`src/rtl/chlcd_pkg.sv`:
```
package chlcd_pkg;

  localparam int CMD_W = 8;
  localparam logic [CMD_W-1:0] BLANK_CHAR = 8'h20;

  typedef enum logic [3:0] {
    OP_NOP, OP_CLEAR, OP_HOME, OP_ENTRY, OP_DISP,
    OP_SHIFT, OP_FUNC, OP_CGADR, OP_DDADR
  } op_e;

  typedef struct packed {
    logic wide;
    logic two_line;
    logic big_font;
    logic disp;
    logic curs;
    logic blink;
    logic inc;
    logic shift;
  } mode_t;

  // Instruction class is set by the highest set bit of the byte.
  function automatic op_e classify(input logic [CMD_W-1:0] b);
    if (b[7])      return OP_DDADR;
    else if (b[6]) return OP_CGADR;
    else if (b[5]) return OP_FUNC;
    else if (b[4]) return OP_SHIFT;
    else if (b[3]) return OP_DISP;
    else if (b[2]) return OP_ENTRY;
    else if (b[1]) return OP_HOME;
    else if (b[0]) return OP_CLEAR;
    else           return OP_NOP;
  endfunction

endpackage

```
`src/rtl/chlcd_pin_sync.sv`:
```
module chlcd_pin_sync #(
  parameter int STAGES = 2,
  parameter int DW     = 8
) (
  input  logic          clk,
  input  logic          rst,
  input  logic          pin_e,
  input  logic          pin_rs,
  input  logic          pin_rw,
  input  logic [DW-1:0] pin_d,
  output logic          cap_valid,
  output logic          cap_rs,
  output logic          cap_rw,
  output logic [DW-1:0] cap_d
);
  localparam int W = DW + 3;

  logic [W-1:0] stage [STAGES];
  logic         e_now, e_prev;

  always_ff @(posedge clk) begin
    if (rst) stage[0] <= '0;
    else     stage[0] <= {pin_e, pin_rs, pin_rw, pin_d};
  end

  for (genvar s = 1; s < STAGES; s++) begin : g_stage
    always_ff @(posedge clk) begin
      if (rst) stage[s] <= '0;
      else     stage[s] <= stage[s-1];
    end
  end

  assign e_now = stage[STAGES-1][W-1];

  always_ff @(posedge clk) begin
    if (rst) begin
      e_prev    <= 1'b0;
      cap_valid <= 1'b0;
      cap_rs    <= 1'b0;
      cap_rw    <= 1'b0;
      cap_d     <= '0;
    end else begin
      e_prev    <= e_now;
      cap_valid <= e_prev & ~e_now;
      if (e_prev && !e_now) begin
        cap_rs <= stage[STAGES-1][W-2];
        cap_rw <= stage[STAGES-1][W-3];
        cap_d  <= stage[STAGES-1][DW-1:0];
      end
    end
  end

  // one capture per falling edge of enable
  a_r2_single_pulse: assert property (@(posedge clk) disable iff (rst)
    cap_valid |=> !cap_valid);

endmodule

```
`src/rtl/chlcd_nibble_join.sv`:
```
module chlcd_nibble_join #(
  parameter int DW = 8
) (
  input  logic          clk,
  input  logic          rst,
  input  logic          wide,
  input  logic          cap_valid,
  input  logic          cap_rs,
  input  logic          cap_rw,
  input  logic [DW-1:0] cap_d,
  output logic          byte_valid,
  output logic          byte_rs,
  output logic [DW-1:0] byte_d
);
  localparam int NW = DW / 2;

  logic          phase;
  logic [NW-1:0] hi_q;
  logic          hi_rs;

  always_ff @(posedge clk) begin
    if (rst) begin
      phase      <= 1'b0;
      hi_q       <= '0;
      hi_rs      <= 1'b0;
      byte_valid <= 1'b0;
      byte_rs    <= 1'b0;
      byte_d     <= '0;
    end else begin
      byte_valid <= 1'b0;
      if (wide) phase <= 1'b0;
      if (cap_valid && !cap_rw) begin
        if (wide) begin
          byte_valid <= 1'b1;
          byte_rs    <= cap_rs;
          byte_d     <= cap_d;
        end else if (!phase) begin
          hi_q  <= cap_d[DW-1:NW];
          hi_rs <= cap_rs;
          phase <= 1'b1;
        end else begin
          byte_valid <= 1'b1;
          byte_rs    <= hi_rs;
          byte_d     <= {hi_q, cap_d[DW-1:NW]};
          phase      <= 1'b0;
        end
      end
    end
  end

  // a byte only follows a write strobe, never a read strobe
  a_r2_write_only: assert property (@(posedge clk) disable iff (rst)
    byte_valid |-> $past(cap_valid && !cap_rw));

endmodule

```
`src/rtl/chlcd_busy_timer.sv`:
```
module chlcd_busy_timer #(
  parameter int CW    = 16,
  parameter int INITV = 40000
) (
  input  logic          clk,
  input  logic          rst,
  input  logic          tick,
  input  logic          load,
  input  logic [CW-1:0] load_val,
  output logic          busy
);
  logic [CW-1:0] cnt;

  always_ff @(posedge clk) begin
    if (rst)                   cnt <= CW'(INITV);
    else if (load)             cnt <= load_val;
    else if (tick && cnt != 0) cnt <= cnt - 1'b1;
  end

  assign busy = (cnt != '0);

  // the window only shrinks on a microsecond tick
  a_r10_hold_between_ticks: assert property (@(posedge clk) disable iff (rst)
    (!load && !tick) |=> $stable(cnt));

endmodule

```
`src/rtl/chlcd_dpram.sv`:
```
module chlcd_dpram #(
  parameter int DEPTH = 128,
  parameter int DW    = 8,
  parameter int AW    = $clog2(DEPTH)
) (
  input  logic          clk,
  input  logic          we,
  input  logic [AW-1:0] waddr,
  input  logic [DW-1:0] wdata,
  input  logic [AW-1:0] raddr,
  output logic [DW-1:0] rdata
);
  logic [DW-1:0] mem [DEPTH];

  always_ff @(posedge clk) begin
    if (we) mem[waddr] <= wdata;
    rdata <= mem[raddr];
  end

endmodule

```
`src/rtl/chlcd_rx_decoder.sv`:
```
module chlcd_rx_decoder
  import chlcd_pkg::*;
#(
  parameter int DD_DEPTH    = 128,
  parameter int CG_DEPTH    = 64,
  parameter int DD_AW       = $clog2(DD_DEPTH),
  parameter int SYNC_STAGES = 2,
  parameter int POWERUP_US  = 40000,
  parameter int LONG_US     = 1520,
  parameter int SHORT_US    = 37
) (
  input  logic             clk,
  input  logic             rst,
  input  logic             us_tick,
  input  logic             lcd_en,
  input  logic             lcd_sel,
  input  logic             lcd_rdwr,
  input  logic [CMD_W-1:0] lcd_bus,
  output logic             busy,
  output logic             misuse,
  output logic [DD_AW-1:0] addr_ctr,
  output logic [DD_AW-1:0] view_ofs,
  output logic             cg_target,
  output logic             wide_bus,
  output logic             two_line,
  output logic             big_font,
  output logic             disp_on,
  output logic             curs_on,
  output logic             blink_on,
  output logic             step_inc,
  output logic             auto_shift,
  input  logic             peek_cg,
  input  logic [DD_AW-1:0] peek_addr,
  output logic [CMD_W-1:0] peek_data
);
  localparam int CG_AW  = $clog2(CG_DEPTH);
  localparam int MAX_A  = (POWERUP_US > LONG_US) ? POWERUP_US : LONG_US;
  localparam int MAXV   = (MAX_A > SHORT_US) ? MAX_A : SHORT_US;
  localparam int CW     = $clog2(MAXV + 1);
  localparam logic [DD_AW-1:0] CG_MASK = DD_AW'(CG_DEPTH - 1);
  localparam logic [DD_AW-1:0] DD_LAST = DD_AW'(DD_DEPTH - 1);

  // capture and byte assembly
  logic             cap_valid, cap_rs, cap_rw;
  logic [CMD_W-1:0] cap_d;
  logic             byte_valid, byte_rs;
  logic [CMD_W-1:0] byte_d;

  // state
  mode_t            mode;
  logic [DD_AW-1:0] addr_q, ofs_q, fill_idx;
  logic             cg_q, fill_on, misuse_q, peek_cg_q;

  // execution
  op_e              op;
  logic             accept, timer_busy, long_op;
  logic [CW-1:0]    load_val;
  logic [DD_AW-1:0] ac_up, ac_dn;

  // memories
  logic             dd_we, cg_we;
  logic [DD_AW-1:0] dd_waddr;
  logic [CMD_W-1:0] dd_wdata, dd_rd, cg_rd;

  chlcd_pin_sync #(.STAGES(SYNC_STAGES), .DW(CMD_W)) u_sync (
    .clk(clk), .rst(rst), .pin_e(lcd_en), .pin_rs(lcd_sel), .pin_rw(lcd_rdwr),
    .pin_d(lcd_bus), .cap_valid(cap_valid), .cap_rs(cap_rs), .cap_rw(cap_rw),
    .cap_d(cap_d));

  chlcd_nibble_join #(.DW(CMD_W)) u_join (
    .clk(clk), .rst(rst), .wide(mode.wide), .cap_valid(cap_valid),
    .cap_rs(cap_rs), .cap_rw(cap_rw), .cap_d(cap_d),
    .byte_valid(byte_valid), .byte_rs(byte_rs), .byte_d(byte_d));

  assign op       = classify(byte_d);
  assign accept   = byte_valid && !busy;
  assign long_op  = !byte_rs && (op == OP_CLEAR || op == OP_HOME);
  assign load_val = long_op ? CW'(LONG_US) : CW'(SHORT_US);

  chlcd_busy_timer #(.CW(CW), .INITV(POWERUP_US)) u_timer (
    .clk(clk), .rst(rst), .tick(us_tick), .load(accept),
    .load_val(load_val), .busy(timer_busy));

  assign busy = timer_busy | fill_on;

  // address steps; glyph memory wraps in fewer bits
  always_comb begin
    ac_up = addr_q + 1'b1;
    ac_dn = addr_q - 1'b1;
    if (cg_q) begin
      ac_up = ac_up & CG_MASK;
      ac_dn = ac_dn & CG_MASK;
    end
  end

  always_ff @(posedge clk) begin
    if (rst) begin
      mode     <= '{wide: 1'b1, two_line: 1'b0, big_font: 1'b0, disp: 1'b0,
                    curs: 1'b0, blink: 1'b0, inc: 1'b1, shift: 1'b0};
      addr_q   <= '0;
      ofs_q    <= '0;
      cg_q     <= 1'b0;
      fill_on  <= 1'b0;
      fill_idx <= '0;
      misuse_q <= 1'b0;
    end else begin
      if (fill_on) begin
        fill_idx <= fill_idx + 1'b1;
        if (fill_idx == DD_LAST) fill_on <= 1'b0;
      end
      if (byte_valid && busy) misuse_q <= 1'b1;
      if (accept) begin
        if (byte_rs) begin
          addr_q <= mode.inc ? ac_up : ac_dn;
          if (mode.shift) ofs_q <= mode.inc ? ofs_q + 1'b1 : ofs_q - 1'b1;
        end else begin
          unique case (op)
            OP_CLEAR: begin
              addr_q   <= '0;
              ofs_q    <= '0;
              cg_q     <= 1'b0;
              mode.inc <= 1'b1;
              fill_on  <= 1'b1;
              fill_idx <= '0;
            end
            OP_HOME: begin
              addr_q <= '0;
              ofs_q  <= '0;
              cg_q   <= 1'b0;
            end
            OP_ENTRY: begin
              mode.inc   <= byte_d[1];
              mode.shift <= byte_d[0];
            end
            OP_DISP: begin
              mode.disp  <= byte_d[2];
              mode.curs  <= byte_d[1];
              mode.blink <= byte_d[0];
            end
            OP_SHIFT: begin
              if (byte_d[3]) ofs_q  <= byte_d[2] ? ofs_q + 1'b1 : ofs_q - 1'b1;
              else           addr_q <= byte_d[2] ? ac_up : ac_dn;
            end
            OP_FUNC: begin
              mode.wide     <= byte_d[4];
              mode.two_line <= byte_d[3];
              mode.big_font <= byte_d[2] & ~byte_d[3];
            end
            OP_CGADR: begin
              addr_q <= DD_AW'(byte_d[5:0]) & CG_MASK;
              cg_q   <= 1'b1;
            end
            OP_DDADR: begin
              addr_q <= byte_d[DD_AW-1:0];
              cg_q   <= 1'b0;
            end
            default: ;
          endcase
        end
      end
    end
  end

  // memory write steering: the clear fill owns the display port while active
  assign dd_we    = fill_on | (accept & byte_rs & ~cg_q);
  assign dd_waddr = fill_on ? fill_idx : addr_q;
  assign dd_wdata = fill_on ? BLANK_CHAR : byte_d;
  assign cg_we    = accept & byte_rs & cg_q;

  chlcd_dpram #(.DEPTH(DD_DEPTH), .DW(CMD_W), .AW(DD_AW)) u_ddram (
    .clk(clk), .we(dd_we), .waddr(dd_waddr), .wdata(dd_wdata),
    .raddr(peek_addr), .rdata(dd_rd));

  chlcd_dpram #(.DEPTH(CG_DEPTH), .DW(CMD_W), .AW(CG_AW)) u_cgram (
    .clk(clk), .we(cg_we), .waddr(addr_q[CG_AW-1:0]), .wdata(byte_d),
    .raddr(peek_addr[CG_AW-1:0]), .rdata(cg_rd));

  always_ff @(posedge clk) begin
    if (rst) peek_cg_q <= 1'b0;
    else     peek_cg_q <= peek_cg;
  end

  assign peek_data  = peek_cg_q ? cg_rd : dd_rd;
  assign misuse     = misuse_q;
  assign addr_ctr   = addr_q;
  assign view_ofs   = ofs_q;
  assign cg_target  = cg_q;
  assign wide_bus   = mode.wide;
  assign two_line   = mode.two_line;
  assign big_font   = mode.big_font;
  assign disp_on    = mode.disp;
  assign curs_on    = mode.curs;
  assign blink_on   = mode.blink;
  assign step_inc   = mode.inc;
  assign auto_shift = mode.shift;

  // misuse never clears on its own
  a_r11_sticky: assert property (@(posedge clk) disable iff (rst)
    misuse_q |=> misuse_q);

  // a byte arriving in the window leaves mode and address alone
  a_r11_no_effect: assert property (@(posedge clk) disable iff (rst)
    (byte_valid && busy) |=> ($stable(mode) && $stable(addr_q) && $stable(ofs_q)));

  // an accepted byte opens the window on the next cycle
  a_r10_busy_after_accept: assert property (@(posedge clk) disable iff (rst)
    accept |=> busy);

  // glyph addressing never leaves the glyph memory range
  a_r8_cg_range: assert property (@(posedge clk) disable iff (rst)
    cg_q |-> ((addr_q & ~CG_MASK) == '0));

  // two-line mode never holds the large font
  a_r7_font_rule: assert property (@(posedge clk) disable iff (rst)
    mode.two_line |-> !mode.big_font);

endmodule

```
`config.mk`:
```
export PLATFORM = sky130hd
export DESIGN_NAME = chlcd_rx_decoder
export DESIGN_NICKNAME = d
export VERILOG_FILES = /design/src/rtl/chlcd_pkg.sv /design/src/rtl/chlcd_pin_sync.sv /design/src/rtl/chlcd_nibble_join.sv /design/src/rtl/chlcd_busy_timer.sv /design/src/rtl/chlcd_dpram.sv /design/src/rtl/chlcd_rx_decoder.sv
export SDC_FILE = /design/constraint.sdc
export NUM_CORES = 2
export LEC_CHECK = 0
export ABC_AREA = 1
export ABC_CLOCK_PERIOD_IN_PS = 5850
export CELL_PAD_IN_SITES_DETAIL_PLACEMENT = 2
export CELL_PAD_IN_SITES_GLOBAL_PLACEMENT = 2
export CORE_MARGIN = 2
export CORE_UTILIZATION = 43
export CTS_CLUSTER_SIZE = 10
export DETAILED_ROUTE_END_ITERATION = 12
export PLACE_DENSITY_LB_ADDON = 0.1
export SETUP_SLACK_MARGIN = 0.1
export SKIP_LAST_GASP = 1
export SLEW_MARGIN = 30
export SYNTH_ARGS = -nofsm -noshare
export SYNTH_HDL_FRONTEND = slang
export SYNTH_SLANG_ARGS = --single-unit
```
`constraint.sdc`:
```
create_clock -name clk -period 5.85 [get_ports clk]
set_input_delay 1.17 -clock clk [delete_from_list [all_inputs] [get_ports clk]]
set_output_delay 1.17 -clock clk [all_outputs]
set_load 0.1 [all_outputs]
```
After elaboration in Yosys (flattened, before gate mapping)

Memory sizes are Yosys's and may differ from the RTL's. A register that Yosys moved wholly into a read port is not among the register bits.
Index checks and enable logic that the tools add are counted.

Add/sub/neg operators: 6
$mul: 0
Divide/modulo/power cells: 0
$lt $le $gt $ge: 0
Eq/ne operators: 12
Shift-type cells: 0
Muxes and demuxes: 57
Bitwise operators: 16
Reductions and logical operators: 30

Operators by type and width:

| operator              | count |
|---|---|
| $mux 7                | 16 |
| $mux 11               | 3 |
| $mux 16               | 2 |
| $mux 8                | 4 |
| $pmux 7 s4            | 1 |
| $add 7x1->7 const B   | 3 |
| $mux 1                | 21 |
| $reduce_and 3->1      | 7 |
| $eq 4x3->1 const B    | 4 |
| $reduce_bool 16->1    | 1 |
| $sub 16x1->16 const B | 1 |
| $pmux 7 s2            | 1 |
| $sub 7x1->7 const B   | 2 |
| $mux 3                | 4 |
| $eq 4x2->1 const B    | 2 |
| $reduce_bool 2->1     | 4 |
| $eq 7x7->1 const B    | 1 |
| $not 1->1             | 7 |
| $logic_and 1x1->1     | 6 |
| $and 1x1->1           | 5 |
| $reduce_bool 5->1     | 1 |
| $eq 4x1->1 const B    | 1 |
| $eq 4x4->1 const B    | 1 |
| $logic_not 1->1       | 4 |
| other kinds (13)      | 19 |

Register bits: 77
Latch bits: 0
Memory bits (writable): 1558
ROM bits: 0
Output and inout port bits: 33
Word-level logic and storage cells: 151
Memories kept: 3

Memories:

| memory       | words | bits a word | read ports | clocked after Yosys merged registers in | wr ports | line                 | text |
|---|---|---|---|---|---|---|---|
| u_ddram.mem  | 128   | 8           | 1          | 1                                       | 1        | chlcd_dpram.sv:13    | `logic [DW-1:0] mem [DEPTH];` |
| u_cgram.mem  | 64    | 8           | 1          | 1                                       | 1        | chlcd_dpram.sv:13    |  |
| u_sync.stage | 2     | 11          | 2          | 0                                       | 2        | chlcd_pin_sync.sv:18 | `logic [W-1:0] stage [STAGES];` |

Depth between registers and ports, before layout

Word-level depth: 13
Depth in mapped cells: 14
Gate-level depth less buffers: 14

By module

Synthesis repeated with hierarchy kept, for this count alone.

Cells, all modules: 6264
Area total of the unflattened synthesis: 69316.5 sq um

By module, submodules not included:

| module                | times used | cells an instance | area an instance (sq um) |
|---|---|---|---|
| chlcd_dpram (u_ddram) | 1          | 3575              | 42104.1 |
| chlcd_dpram (u_cgram) | 1          | 1805              | 21339.2 |
| chlcd_rx_decoder      | 1          | 430               | 2666.3 |
| chlcd_pin_sync        | 1          | 139               | 1206.2 |
| chlcd_busy_timer      | 1          | 192               | 1192.4 |
| chlcd_nibble_join     | 1          | 123               | 808.3 |

Worst setup path before layout

Ideal clock, no wire load.

Path type: flip-flop to flip-flop
Start: register u_join.byte_d[2]
End: memory u_ddram.mem[0][2] (data pin)
Setup time: 0.798 ns
Arrival: 4.619 ns
Slack: 0.433 ns
Stages on the path, launching flop included: 4
Buffers on the path: 1
Period minus slack after synthesis: 5.417 ns
Cells stage by stage: dfxtp_1 -> buf_2 -> clkinv_1 -> nor2_1

Longest elaborated chain between the ends: 1

RTL lines:

| item                   | line                    | text |
|---|---|---|
| start, declared        | chlcd_nibble_join.sv:13 | `output logic [DW-1:0] byte_d` |
| start signal, assigned | chlcd_nibble_join.sv:36 | `byte_d <= cap_d;` |
| start signal, assigned | chlcd_nibble_join.sv:44 | `byte_d <= {hi_q, cap_d[DW-1:NW]};` |
| $mux 8                 | chlcd_rx_decoder.sv:167 | `assign dd_wdata = fill_on ? BLANK_CHAR : byte_d;` |
| via dd_wdata[2]        | chlcd_rx_decoder.sv:63  | `logic [CMD_W-1:0] dd_wdata, dd_rd, cg_rd;` |
| end, declared          | chlcd_dpram.sv:13       |  |

The timed path passes the listed nets, and every way through them passes these cells.

Worst setup path in the final report

Start: register peek_cg_q
End: output peek_data[5]

Longest elaborated chain between the ends: 1

RTL lines:

| item                   | line                    | text |
|---|---|---|
| start, declared        | chlcd_rx_decoder.sv:52  | `logic cg_q, fill_on, misuse_q, peek_cg_q;` |
| start signal, assigned | chlcd_rx_decoder.sv:180 | `else peek_cg_q <= peek_cg;` |
| $mux 8                 | chlcd_rx_decoder.sv:183 | `assign peek_data = peek_cg_q ? cg_rd : dd_rd;` |
| end, declared          | chlcd_rx_decoder.sv:34  | `output logic [CMD_W-1:0] peek_data` |

No other way between the ends.

==> flow_metrics.env <==
export IMPL_outcome="completed"
export IMPL_final_setup_viol_count=0
export IMPL_dr_pass1_iters=6
export IMPL_hold_viol=0
export IMPL_synthArstFlopShare=0
export IMPL_postLayoutCoreUtil=0.485
export IMPL_crit_type="reg -> out"
export IMPL_grt_pass1_vias=52400
export IMPL_area_growth_pct=12.1
export IMPL_cts_repair_resized=0
export IMPL_cts_tree="done"
export IMPL_critPathLaunchType="flop"
export IMPL_post_cts_setup_buffers=0
export IMPL_synth_main_ff_cell="edfxtp_1"
export IMPL_dp_cells=7769
export IMPL_internal_power_uw=19300
export IMPL_cts_sink_count=1651
export IMPL_synthCells=5955
export IMPL_finClkSkew_ns=0.0381
export IMPL_tightest_slew_ns=1.03
export IMPL_synth_distinct_cells=39
export IMPL_synth_most_common_cell="edfxtp_1"
export IMPL_die_w_um=400
export IMPL_drv_slew=0
export IMPL_synth_top_cells_by_area="edfxtp_1 (68%), nand2_1 (7.2%), nand3_1 (6.4%), nor2_1 (3.8%), o21ai_0 (3.6%)"
export IMPL_pwr_share_seq=0.507
export IMPL_drt_initial_drc_count=3532
export IMPL_ant_nets=0
export IMPL_wl_mm=236
export IMPL_maxCapViolCount=0
export IMPL_cp_arrival_ns=3.34
export IMPL_path_clk_slew_ns=0.06
export IMPL_grt_overflow_total=0
export IMPL_h_tree_depth=4
export IMPL_coreArea_sq_um=156000
export IMPL_leakage_uw=0.0267
export IMPL_fmax_mhz=222
export IMPL_postSynthAreaPerCell_sq_um=11.3
export IMPL_reg2reg_slack_ns=1.66
export IMPL_cts_buffers_inserted=188
export IMPL_maxSlewHeadroom=0.309
export IMPL_fin_setup_tns_ns=0
export IMPL_power_density_nw_per_um2=334
export IMPL_hold_path_class="reg -> reg"
export IMPL_total_power_uw=25300
export IMPL_post_dp_hpwl_mm=136
export IMPL_synth_edff_count=1536
export IMPL_antenna_found_initial=3
export IMPL_gp_congestion=0.780
export IMPL_ir_drop_mv=0.320
export IMPL_grt_pass1_wl_mm=348
export IMPL_chipHeight_um=400
export IMPL_track_usage=0.291
export IMPL_synth_seq_cells=1651
export IMPL_cp_max_fo=8
export IMPL_rows=145
export IMPL_rsz0062_at_grt="no"
export IMPL_power_frac_comb=0.058
export IMPL_seqCellArea_sq_um=48400
export IMPL_cts_hold_repair_buffers=0
export IMPL_port_buffers=54
export IMPL_grt_max_degree=181
export IMPL_num_vias=48000
export IMPL_io_pins=55
export IMPL_clock_latency_ns=0.85
export IMPL_clock_root_buffer="clkbuf_16"
export IMPL_die_area_sq_um=160000
export IMPL_synth_top_cell_area_share=0.683
export IMPL_initial_core_util=0.433
export IMPL_seq_area_frac_synth=0.717
export IMPL_period_needed_ns=4.51
export IMPL_multiInputGateArea_sq_um=17000
export IMPL_synth_warnings=0
export IMPL_period_share=0.771
export IMPL_vias_per_cell=5.94
export IMPL_synth_top_area_cell="edfxtp_1"
export IMPL_switching_share=0.237
export IMPL_layout_drive_gt1_share=0.0661
export IMPL_fin_nets=5929
export IMPL_avgRoutedWirePerCell_um=29.2
export IMPL_synth_nets=5983
export IMPL_synth_common_cells="edfxtp_1 (1536), nand2_1 (1298), nand3_1 (866)"
export IMPL_net_switching_power_uw=6000
export IMPL_required_ns=4.68
export IMPL_synth_area_sq_um=67500
export IMPL_p_clk_frac=0.435
export IMPL_clockBufferDepth=3
export IMPL_n_fill_cell=15500
export IMPL_drc=0
export IMPL_end_kind="output port"
export IMPL_finalNonFillerCells=8080
## registers in the layout (all words and copies together), names as in the netlist, 4 cells and up
name and cells:
fill_idx 7, u_ddram.mem 1024, view_ofs 7, u_cgram.mem 512, u_sync.cap_d 8, u_ddram.rdata 8, u_timer.cnt 16, u_sync.stage 22
addr_ctr 7, u_join.byte_d 8, u_cgram.rdata 8, u_join.hi_q 4
## area by class of cell
class,count,share of cell area
Sequential cell,1651,0.640
Timing Repair Buffer,130,0.0192
Inverter,180,0.00932
Tap cell,2058,0.0340
Antenna cell,2,0.0000661
Clock buffer,286,0.0681
Multi-Input combinational cell,3750,0.225
Clock inverter,23,0.00474
## layer usage
layer,GRT usage,vias to the layer above,routed length (um)
li1,-,20900,-
met1,0.378,25400,99100
met2,0.494,1283,117000
met3,0.0448,389,11500
met4,0.107,0,7890
met5,0,-,0
## worst max-delay path: stages (launching register included)
cell and delay (ns):
dfxtp_1 0.87, mux2_2 0.43, clkdlybuf4s50_1 1.19
## cells by family after synthesis
| family | count (synthesis) | synth area share |
|---|---|---|
| and+or+nand+nor | 2919 | 0.181 |
| AOI/OAI and AO/OA | 797 | 0.0626 |
| xor gates and xnor gates | 20 | 0.00259 |
| DFF | 1651 | 0.717 |
| muxes | 8 | 0.00133 |
| buffers and inverters | 554 | 0.0339 |
| adders and majority gates | 6 | 0.00111 |
## path summary, 6_finish.rpt
path	startpoint	to	cells after the start
setup / recovery	peek_cg_q	peek_data[5]	2
hold / removal	u_sync.stage[0][7]	u_sync.stage[1][7]	2
setup reg to reg	addr_ctr[3]	u_ddram.mem[46][4]	6
hold reg to reg	u_sync.stage[0][7]	u_sync.stage[1][7]	2
## cell usage in the layout (no fill, tap or decap), types with 4 or more instances in the layout
| cell | Yosys | final |
|---|---|---|
| a21oi_1 | 130 | 130 |
| nand3_1 | 866 | 866 |
| dfxtp_2 | 0 | 7 |
| nor3_1 | 22 | 22 |
| dfxtp_1 | 115 | 107 |
| clkbuf_1 | 212 | 91 |
| ha_1 | 6 | 6 |
| nor2_2 | 6 | 52 |
| clkbuf_16 | 0 | 189 |
| mux2_2 | 8 | 8 |
| clkdlybuf4s50_1 | 0 | 43 |
| clkbuf_8 | 0 | 7 |
| o21ai_1 | 3 | 4 |
| inv_16 | 0 | 5 |
| o21ai_0 | 488 | 487 |
| or2_2 | 4 | 4 |
| buf_4 | 7 | 48 |
| nand2_4 | 7 | 8 |
| buf_12 | 1 | 29 |
| nand4_1 | 16 | 16 |
| buf_2 | 94 | 7 |
| inv_1 | 172 | 169 |
| edfxtp_1 | 1536 | 1536 |
| o22ai_1 | 160 | 160 |
| o211ai_1 | 4 | 4 |
| and2_1 | 9 | 9 |
| nand2_1 | 1298 | 1297 |
| nor2_1 | 684 | 631 |
| a31oi_1 | 7 | 7 |
| inv_6 | 0 | 4 |
| clkinv_8 | 0 | 5 |
| clkinv_1 | 5 | 11 |
| xor2_1 | 17 | 17 |
| nor2_4 | 1 | 8 |
## power groups by stage
stage	Combinational [uW]	Sequential (uW)	Clock (uW)
3_3_place_gp	1390	13100	0
5_1_grt	1590	12800	11500
6_report	1470	12800	11000
2_1_floorplan	857	13100	0
3_5_place_dp	1450	13100	0
4_1_cts	1470	12800	11100
## per-stage QoR
stage          worst slack, ns  area [sq um]  hold WS [ns]
4_1_cts                   1.33         75600         0.411
6_report                  1.34         75700         0.406
3_3_place_gp              1.58         70100         0.391
2_1_floorplan            0.433         67500         0.388
5_1_grt                   1.32         75700         0.423
3_5_place_dp              1.43         70100         0.403
Power figures use the tool's default switching activity.
